## config.mk

```make
export PLATFORM = sky130hd
export DESIGN_NAME = uart_rx_gated
export DESIGN_NICKNAME = d
export VERILOG_FILES = /design/src/rtl/uart_rx_pkg.sv /design/src/rtl/rx_line_sync.sv /design/src/rtl/rx_frame_fsm.sv /design/src/rtl/rx_fifo.sv /design/src/rtl/uart_rx_gated.sv
export SDC_FILE = /design/constraint.sdc
export NUM_CORES = 1
export LEC_CHECK = 0
export ABC_AREA = 1
export ABC_CLOCK_PERIOD_IN_PS = 4920
export BUFFER_PORTS_ARGS = -buffer_cell sky130_fd_sc_hd__buf_4
export CAP_MARGIN = 20
export CORE_MARGIN = 2
export CORE_UTILIZATION = 55
export DETAILED_ROUTE_END_ITERATION = 12
export PLACE_DENSITY = 0.68
export SLEW_MARGIN = 20
export SYNTH_ARGS = -nofsm -noshare
export SYNTH_HDL_FRONTEND = slang
export SYNTH_SLANG_ARGS = --single-unit
```

## constraint.sdc

```tcl
create_clock -name clk -period 4.92 [get_ports clk]
set_input_delay 0.246 -clock clk [delete_from_list [all_inputs] [get_ports clk]]
set_output_delay 0.246 -clock clk [all_outputs]
set_load 0.01 [all_outputs]
```

## src/rtl/uart_rx_pkg.sv

```systemverilog
package uart_rx_pkg;
    localparam int DATA_W    = 8;
    localparam int OVERSAMPLE = 16;

    typedef enum logic [2:0] {
        ST_ARM,
        ST_HUNT,
        ST_START,
        ST_DATA,
        ST_STOP,
        ST_HALT
    } rx_state_t;

    typedef struct packed {
        logic              ferr;
        logic [DATA_W-1:0] data;
    } rx_entry_t;
endpackage

```

## src/rtl/rx_line_sync.sv

```systemverilog
module rx_line_sync #(
    parameter int STAGES = 2
) (
    input  logic clk,
    input  logic rst_n,
    input  logic d_i,
    output logic q_o
);
    logic [STAGES-1:0] chain;

    generate
        for (genvar i = 0; i < STAGES; i++) begin : g_stage
            always_ff @(posedge clk or negedge rst_n) begin
                if (!rst_n) begin
                    chain[i] <= 1'b1;
                end else if (i == 0) begin
                    chain[i] <= d_i;
                end else begin
                    chain[i] <= chain[(i == 0) ? 0 : i-1];
                end
            end
        end
    endgenerate

    assign q_o = chain[STAGES-1];
endmodule

```

## src/rtl/rx_frame_fsm.sv

```systemverilog
module rx_frame_fsm
    import uart_rx_pkg::*;
#(
    parameter int OS_RATE = OVERSAMPLE,
    parameter int NBITS   = DATA_W
) (
    input  logic             clk,
    input  logic             rst_n,
    input  logic             line_i,
    input  logic             tick_i,
    input  logic             disable_i,
    output logic             push_o,
    output rx_entry_t        push_entry_o,
    output logic             halted_o
);
    localparam int CNT_W  = $clog2(OS_RATE);
    localparam int BIT_W  = (NBITS > 1) ? $clog2(NBITS) : 1;
    localparam logic [CNT_W-1:0] MID_CNT  = CNT_W'(OS_RATE/2 - 2);
    localparam logic [CNT_W-1:0] LAST_CNT = CNT_W'(OS_RATE - 1);
    localparam logic [BIT_W-1:0] LAST_BIT = BIT_W'(NBITS - 1);

    rx_state_t        state, state_n;
    logic [CNT_W-1:0] cnt, cnt_n;
    logic [BIT_W-1:0] bit_idx, bit_idx_n;
    logic [NBITS-1:0] shreg, shreg_n;
    logic             dis_latch, dis_latch_n;

    // state register
    always_ff @(posedge clk or negedge rst_n) begin
        if (!rst_n) begin
            state     <= ST_ARM;
            cnt       <= '0;
            bit_idx   <= '0;
            shreg     <= '0;
            dis_latch <= 1'b0;
        end else begin
            state     <= state_n;
            cnt       <= cnt_n;
            bit_idx   <= bit_idx_n;
            shreg     <= shreg_n;
            dis_latch <= dis_latch_n;
        end
    end

    // next-state logic
    always_comb begin
        state_n     = state;
        cnt_n       = cnt;
        bit_idx_n   = bit_idx;
        shreg_n     = shreg;
        dis_latch_n = (state == ST_HALT) ? 1'b0 : (dis_latch | disable_i);
        unique case (state)
            ST_ARM: begin
                if (line_i) state_n = ST_HUNT;
            end
            ST_HUNT: begin
                if (tick_i && !line_i) begin
                    state_n = ST_START;
                    cnt_n   = '0;
                end
            end
            ST_START: begin
                if (tick_i) begin
                    if (cnt == MID_CNT) begin
                        cnt_n     = '0;
                        bit_idx_n = '0;
                        state_n   = line_i ? ST_HUNT : ST_DATA;
                    end else begin
                        cnt_n = cnt + 1'b1;
                    end
                end
            end
            ST_DATA: begin
                if (tick_i) begin
                    if (cnt == LAST_CNT) begin
                        cnt_n   = '0;
                        shreg_n = {line_i, shreg[NBITS-1:1]};
                        if (bit_idx == LAST_BIT) begin
                            state_n = ST_STOP;
                        end else begin
                            bit_idx_n = bit_idx + 1'b1;
                        end
                    end else begin
                        cnt_n = cnt + 1'b1;
                    end
                end
            end
            ST_STOP: begin
                if (tick_i) begin
                    if (cnt == LAST_CNT) begin
                        cnt_n = '0;
                        if (dis_latch || disable_i) state_n = ST_HALT;
                        else if (line_i)             state_n = ST_HUNT;
                        else                         state_n = ST_ARM;
                    end else begin
                        cnt_n = cnt + 1'b1;
                    end
                end
            end
            ST_HALT: begin
                if (!disable_i) state_n = ST_ARM;
            end
            default: state_n = ST_ARM;
        endcase
    end

    // outputs
    always_comb begin
        push_o            = (state == ST_STOP) && tick_i && (cnt == LAST_CNT);
        push_entry_o.data = shreg;
        push_entry_o.ferr = !line_i;
        halted_o          = (state == ST_HALT);
    end

    // a halted receiver with disable held must stay halted
    assert_halt_holds_R4: assert property (@(posedge clk) disable iff (!rst_n)
        (state == ST_HALT && disable_i) |=> (state == ST_HALT));

    // clearing disable while halted leads to the arming state
    assert_reenable_arms_R6: assert property (@(posedge clk) disable iff (!rst_n)
        (state == ST_HALT && !disable_i) |=> (state == ST_ARM));

    // hunting begins only after the line was seen high while arming
    assert_arm_needs_high_R9: assert property (@(posedge clk) disable iff (!rst_n)
        (state == ST_HUNT && $past(state) == ST_ARM) |-> $past(line_i));

    // disable raised while idle still leaves the receiver running
    assert_idle_disable_defers_R5: assert property (@(posedge clk) disable iff (!rst_n)
        (state == ST_HUNT && disable_i) |=> (state != ST_HALT));
endmodule

```

## src/rtl/rx_fifo.sv

```systemverilog
module rx_fifo
    import uart_rx_pkg::*;
#(
    parameter int DEPTH = 64
) (
    input  logic                       clk,
    input  logic                       rst_n,
    input  logic                       wr_i,
    input  rx_entry_t                  wr_entry_i,
    input  logic                       rd_i,
    output rx_entry_t                  head_o,
    output logic                       empty_o,
    output logic                       full_o,
    output logic [$clog2(DEPTH+1)-1:0] count_o
);
    localparam int PTR_W = $clog2(DEPTH);
    localparam int CNT_W = $clog2(DEPTH+1);
    localparam logic [CNT_W-1:0] DEPTH_C = CNT_W'(DEPTH);

    rx_entry_t        mem [DEPTH];
    logic [PTR_W-1:0] wr_ptr, rd_ptr;
    logic [CNT_W-1:0] count;
    logic             do_wr, do_rd;

    assign do_wr = wr_i && (count != DEPTH_C);
    assign do_rd = rd_i && (count != '0);

    always_ff @(posedge clk) begin
        if (do_wr) mem[wr_ptr] <= wr_entry_i;
    end

    always_ff @(posedge clk or negedge rst_n) begin
        if (!rst_n) begin
            wr_ptr <= '0;
            rd_ptr <= '0;
            count  <= '0;
        end else begin
            if (do_wr) wr_ptr <= (wr_ptr == PTR_W'(DEPTH-1)) ? '0 : wr_ptr + 1'b1;
            if (do_rd) rd_ptr <= (rd_ptr == PTR_W'(DEPTH-1)) ? '0 : rd_ptr + 1'b1;
            unique case ({do_wr, do_rd})
                2'b10:   count <= count + 1'b1;
                2'b01:   count <= count - 1'b1;
                default: count <= count;
            endcase
        end
    end

    assign head_o  = mem[rd_ptr];
    assign empty_o = (count == '0);
    assign full_o  = (count == DEPTH_C);
    assign count_o = count;

    // occupancy never exceeds the depth
    assert_no_overflow_R8: assert property (@(posedge clk) disable iff (!rst_n)
        count_o <= DEPTH_C);

    // a write into a full FIFO without a read leaves occupancy unchanged
    assert_full_write_dropped_R8: assert property (@(posedge clk) disable iff (!rst_n)
        (wr_i && full_o && !rd_i) |=> $stable(count_o));

    // a read on an empty FIFO leaves it empty
    assert_empty_read_ignored_R7: assert property (@(posedge clk) disable iff (!rst_n)
        (rd_i && empty_o && !wr_i) |=> empty_o);
endmodule

```

## src/rtl/uart_rx_gated.sv

```systemverilog
module uart_rx_gated
    import uart_rx_pkg::*;
#(
    parameter int FIFO_DEPTH  = 64,
    parameter int SYNC_STAGES = 2
) (
    input  logic                            clk,
    input  logic                            rst_n,
    input  logic                            rx_i,
    input  logic                            os_tick_i,
    input  logic                            rx_disable_i,
    input  logic                            rd_en_i,
    output logic [DATA_W-1:0]               rd_data_o,
    output logic                            rd_ferr_o,
    output logic                            fifo_empty_o,
    output logic                            fifo_full_o,
    output logic [$clog2(FIFO_DEPTH+1)-1:0] fifo_count_o,
    output logic                            overrun_o
);
    logic      line_s;
    logic      push;
    logic      halted;
    rx_entry_t push_entry;
    rx_entry_t head;

    rx_line_sync #(.STAGES(SYNC_STAGES)) u_sync (
        .clk   (clk),
        .rst_n (rst_n),
        .d_i   (rx_i),
        .q_o   (line_s)
    );

    rx_frame_fsm #(.OS_RATE(OVERSAMPLE), .NBITS(DATA_W)) u_fsm (
        .clk          (clk),
        .rst_n        (rst_n),
        .line_i       (line_s),
        .tick_i       (os_tick_i),
        .disable_i    (rx_disable_i),
        .push_o       (push),
        .push_entry_o (push_entry),
        .halted_o     (halted)
    );

    rx_fifo #(.DEPTH(FIFO_DEPTH)) u_fifo (
        .clk        (clk),
        .rst_n      (rst_n),
        .wr_i       (push),
        .wr_entry_i (push_entry),
        .rd_i       (rd_en_i),
        .head_o     (head),
        .empty_o    (fifo_empty_o),
        .full_o     (fifo_full_o),
        .count_o    (fifo_count_o)
    );

    assign rd_data_o = head.data;
    assign rd_ferr_o = head.ferr;
    assign overrun_o = push && fifo_full_o;

    // nothing is pushed while the receiver is halted
    assert_no_push_halted_R4: assert property (@(posedge clk) disable iff (!rst_n)
        halted |-> !push);

    // the overrun pulse lasts a single cycle
    assert_overrun_pulse_R8: assert property (@(posedge clk) disable iff (!rst_n)
        overrun_o |=> !overrun_o);
endmodule

```

==> flow_metrics.py <==
metrics = {
    "drt": {
        "antenna_left": 0,
        "drc_errors": 0,
        "drtPass1Iterations": 6,
        "drt_iter0_markers": 2071,
        "met2WireLength_um": 30800,
        "drt-total-wl_um": 65400,
        "top_layer_used": "met4",
        "dr_wl_met3_um": 5990,
        "via_per_inst": 5.56,
        "wl_met1_um": 27000,
        "wl_per_cell_um": 20.0,
        "via_count": 18100,
    },
    "finish": {
        "fillers": 3834,
        "multi_input_area_mm2": 0.00667,
        "final_common_cell": "nand2_1",
        "fin_nets": 2618,
        "area_growth_pct": 9.29,
        "drive_above_1_share_pct": 6.34,
        "seq_area_mm2": 0.0183,
        "final_cell_mix": "789 x nand2_1, 576 x edfxtp_1, 309 x inv_1",
        "diodes": 0,
    },
    "global_route": {
        "grt_usage_pct": 26.4,
        "antenna_found_initial": 0,
        "grt_pass1_wl_um": 100000,
        "grt_overflow": 0,
        "grt_pass1_vias": 17600,
        "grt_start_max_net_pins": 197,
    },
    "yosys": {
        "avgSynthCellArea_um2": 10.3,
        "yosysWarnings": 0,
        "synth_edf_count": 576,
        "netlist_area_mm2": 0.0268,
        "ys_async_sr_fraction_pct": 6.49,
        "synth_cell_types": 36,
        "yosysSeqAreaShare_pct": 68.3,
        "synth-simple-area-share_pct": 20.9,
        "synth_compound_area_share_pct": 2.79,
        "synth-xor-area-share_pct": 0.491,
        "synthMuxAreaShare_pct": 0.0421,
        "synth_flop_cell": "edfxtp_1",
        "synth_top_family_by_area": "simple AND/OR/NAND/NOR gates",
        "postSynthCellCount": 2606,
        "synth_fa_ha_area_share_pct": 0.636,
        "ys_ff_latch": 616,
        "syn_nets": 2625,
    },
    "worst_setup_path": {
        "start_kind": "flip-flop",
        "reg2reg_to": "u_fifo.mem[9][4]",
        "critPathSlowestCell": "dfrtp_4",
        "end_kind": "output port",
        "max_stage_delay_ps": 910,
        "rr_startpoint": "u_fsm.cnt[1]",
        "cp_max_fo": 59,
        "cp_num_buf_inv": 3,
        "r2r.worst_path.cells": 7,
        "path_cells": "buf_4 -> buf_4 -> nor2_1 -> o21ai_0 -> nand3_1 -> nand3_1 -> nand2_1 -> nand3_1 -> nand2_1 -> buf_4",
        "path_delay_family": "buffers and inverters",
        "worstPathArrival_ps": 3800,
        "cp.required_ps": 4670,
        "rrSetupSlack_ps": 1280,
        "critPathKind": "reg2out",
    },
    "placement": {
        "place_congestion": 0.863,
        "dpl.hpwl_um": 38700,
        "pre_cts_slack_ps": 1360,
        "port_buffers": 24,
    },
    "die": {
        "num_rows": 80,
        "io_pins": 25,
        "die_width_um": 225,
        "fp.dieH_um": 225,
        "dieArea_mm2": 0.0505,
        "core_mm2": 0.0479,
        "initial_core_util_pct": 55.8,
    },
    "cts": {
        "cts_setup_buffers": 0,
        "clk_pin_slew_ps": 60,
        "cts_sinks": 616,
        "clk_root_buffer_cell": "clkbuf_16",
        "cts_tree": "yes",
        "cts_buffers": 60,
        "cts_max_level": 2,
        "cts_resized": 0,
        "postCtsHoldBufs": 3,
        "clk_latency_ps": 630,
        "clockBufferDepth": 3,
    },
    "min_path": {
        "hold_depth": 4,
        "worstHoldStart": "rd_en_i",
        "holdPathEnd": "u_fifo.rd_ptr[4]",
        "min_path_type": "in2reg",
    },
    "power": {
        "leakage_uw": 0.0119,
        "peakVddDrop_mv": 0.397,
        "p_per_area_mw_per_mm2": 502,
    },
    "sta": {
        "hold_violations": 0,
        "drv_slew": 0,
        "skew_ps": 11.7,
        "setup_ws_ps": 875,
        "min_period_ps": 4050,
        "max_slew_margin_pct": 22.6,
        "setup_violations": 0,
        "rsz0062_at_grt": "no",
        "tightest_slew_ps": 1160,
        "fmax_ghz": 0.247,
        "period_share_pct": 82.2,
        "setup_tns_ps": 0,
    },
    "run": {
        "maxCapViolCount": 0,
    },
    "outcome": {
        "status": "complete, no violations",
    },
}
[cell type report]
type | count | area share (%)
Sequential cell | 616 | 62.6
Multi-Input combinational cell | 1551 | 22.8
Clock buffer | 70 | 5.37
Inverter | 319 | 4.13
Tap cell | 615 | 2.63
Timing Repair Buffer | 51 | 1.50
Clock inverter | 41 | 0.992
[kinds of logic (layout without fill, tap and decap cells)]
kind of cell / count (synthesis) / count (layout)
AOI/OAI and AO/OA: 147 / 147
xor gates and xnor gates: 15 / 15
adders and majority gates: 13 / 13
buffers and inverters: 439 / 481
DFF: 616 / 616
muxes: 1 / 1
and+or+nand+nor: 1375 / 1375
[cell usage after synthesis, types with 3 or more instances]
library cell / number / area (um2)
a21oi_1: 27 / 135
buf_1: 7 / 26.3
buf_2: 55 / 275
buf_4: 6 / 45.0
buf_6: 9 / 101
clkbuf_1: 43 / 161
clkinv_1: 4 / 15.0
dfrtp_1: 38 / 951
edfxtp_1: 576 / 17300
ha_1: 12 / 150
inv_1: 310 / 1160
inv_2: 4 / 15.0
nand2_1: 789 / 2960
nand2_2: 3 / 18.8
nand3_1: 296 / 1480
nand4_1: 8 / 50.1
nor2_1: 261 / 980
nor3_1: 4 / 20.0
o21ai_0: 94 / 470
o21ai_1: 20 / 100
or2_2: 8 / 50.1
xor2_1: 13 / 114
[report_power, final]
group / leakage, uW / switching [uW] / total [uW] / internal, uW
logic: 0.00574 / 3030 / 4340 / 1310
registers: 0.00519 / 222 / 5960 / 5730
clock network: 0.000929 / 1910 / 4380 / 2470
[worst min-delay path, delay by kind of cell]
kind	cells	cell delay [ps]
buffers and inverters	1	80
xor gates and xnor gates	1	70
and+or+nand+nor	2	220
[metal layers]
metal  GRT usage, %  vias up
met2           42.9      757
li1               -     8530
met1           36.0     8743
met4           7.71        0
met5              0        -
met3           5.79      108
[state kept, by name, summed over array words and instances (netlist names)]
signal and flops:
u_fifo.mem 576, u_fsm.shreg 8, u_fifo.count_o 7, u_fifo.rd_ptr 6
u_fifo.wr_ptr 6, u_fsm.cnt 4, u_fsm.bit_idx 3, u_fsm.state 3
u_fsm.dis_latch 1, u_sync.chain 1, u_sync.q_o 1
[through the flow]
stage	cells	area [um2]	power, uW	hold WS [ps]	util, %
3_5_place_dp	3149	27400	10300	272	57.1
5_1_grt	3263	29300	15400	69.6	61.0
4_1_cts	3263	29300	14700	14.8	61.0
6_report	3263	29300	14700	43.6	61.0
3_3_place_gp	3149	27400	10200	271	57.1
2_1_floorplan	2606	26800	8900	-49.6	-
[worst max-delay path by stage]
stage | slack, ps | endpoint | depth (start not counted) | startpoint
final | 870 | rd_data_o[3] | 10 | u_fifo.rd_ptr[1]
after global routing | 690 | rd_data_o[3] | 10 | u_fifo.rd_ptr[1]
after CTS | 900 | rd_data_o[3] | 10 | u_fifo.rd_ptr[1]
after detailed placement | 1360 | u_fifo.mem[1][7] | 7 | u_fsm.cnt[0]
after global placement | 1450 | u_fifo.mem[57][5] | 7 | u_fsm.cnt[0]
after floorplan | 2340 | u_fifo.count_o[6] | 13 | u_fifo.count_o[5]
Note: power is estimated with default switching activity, not from simulation.
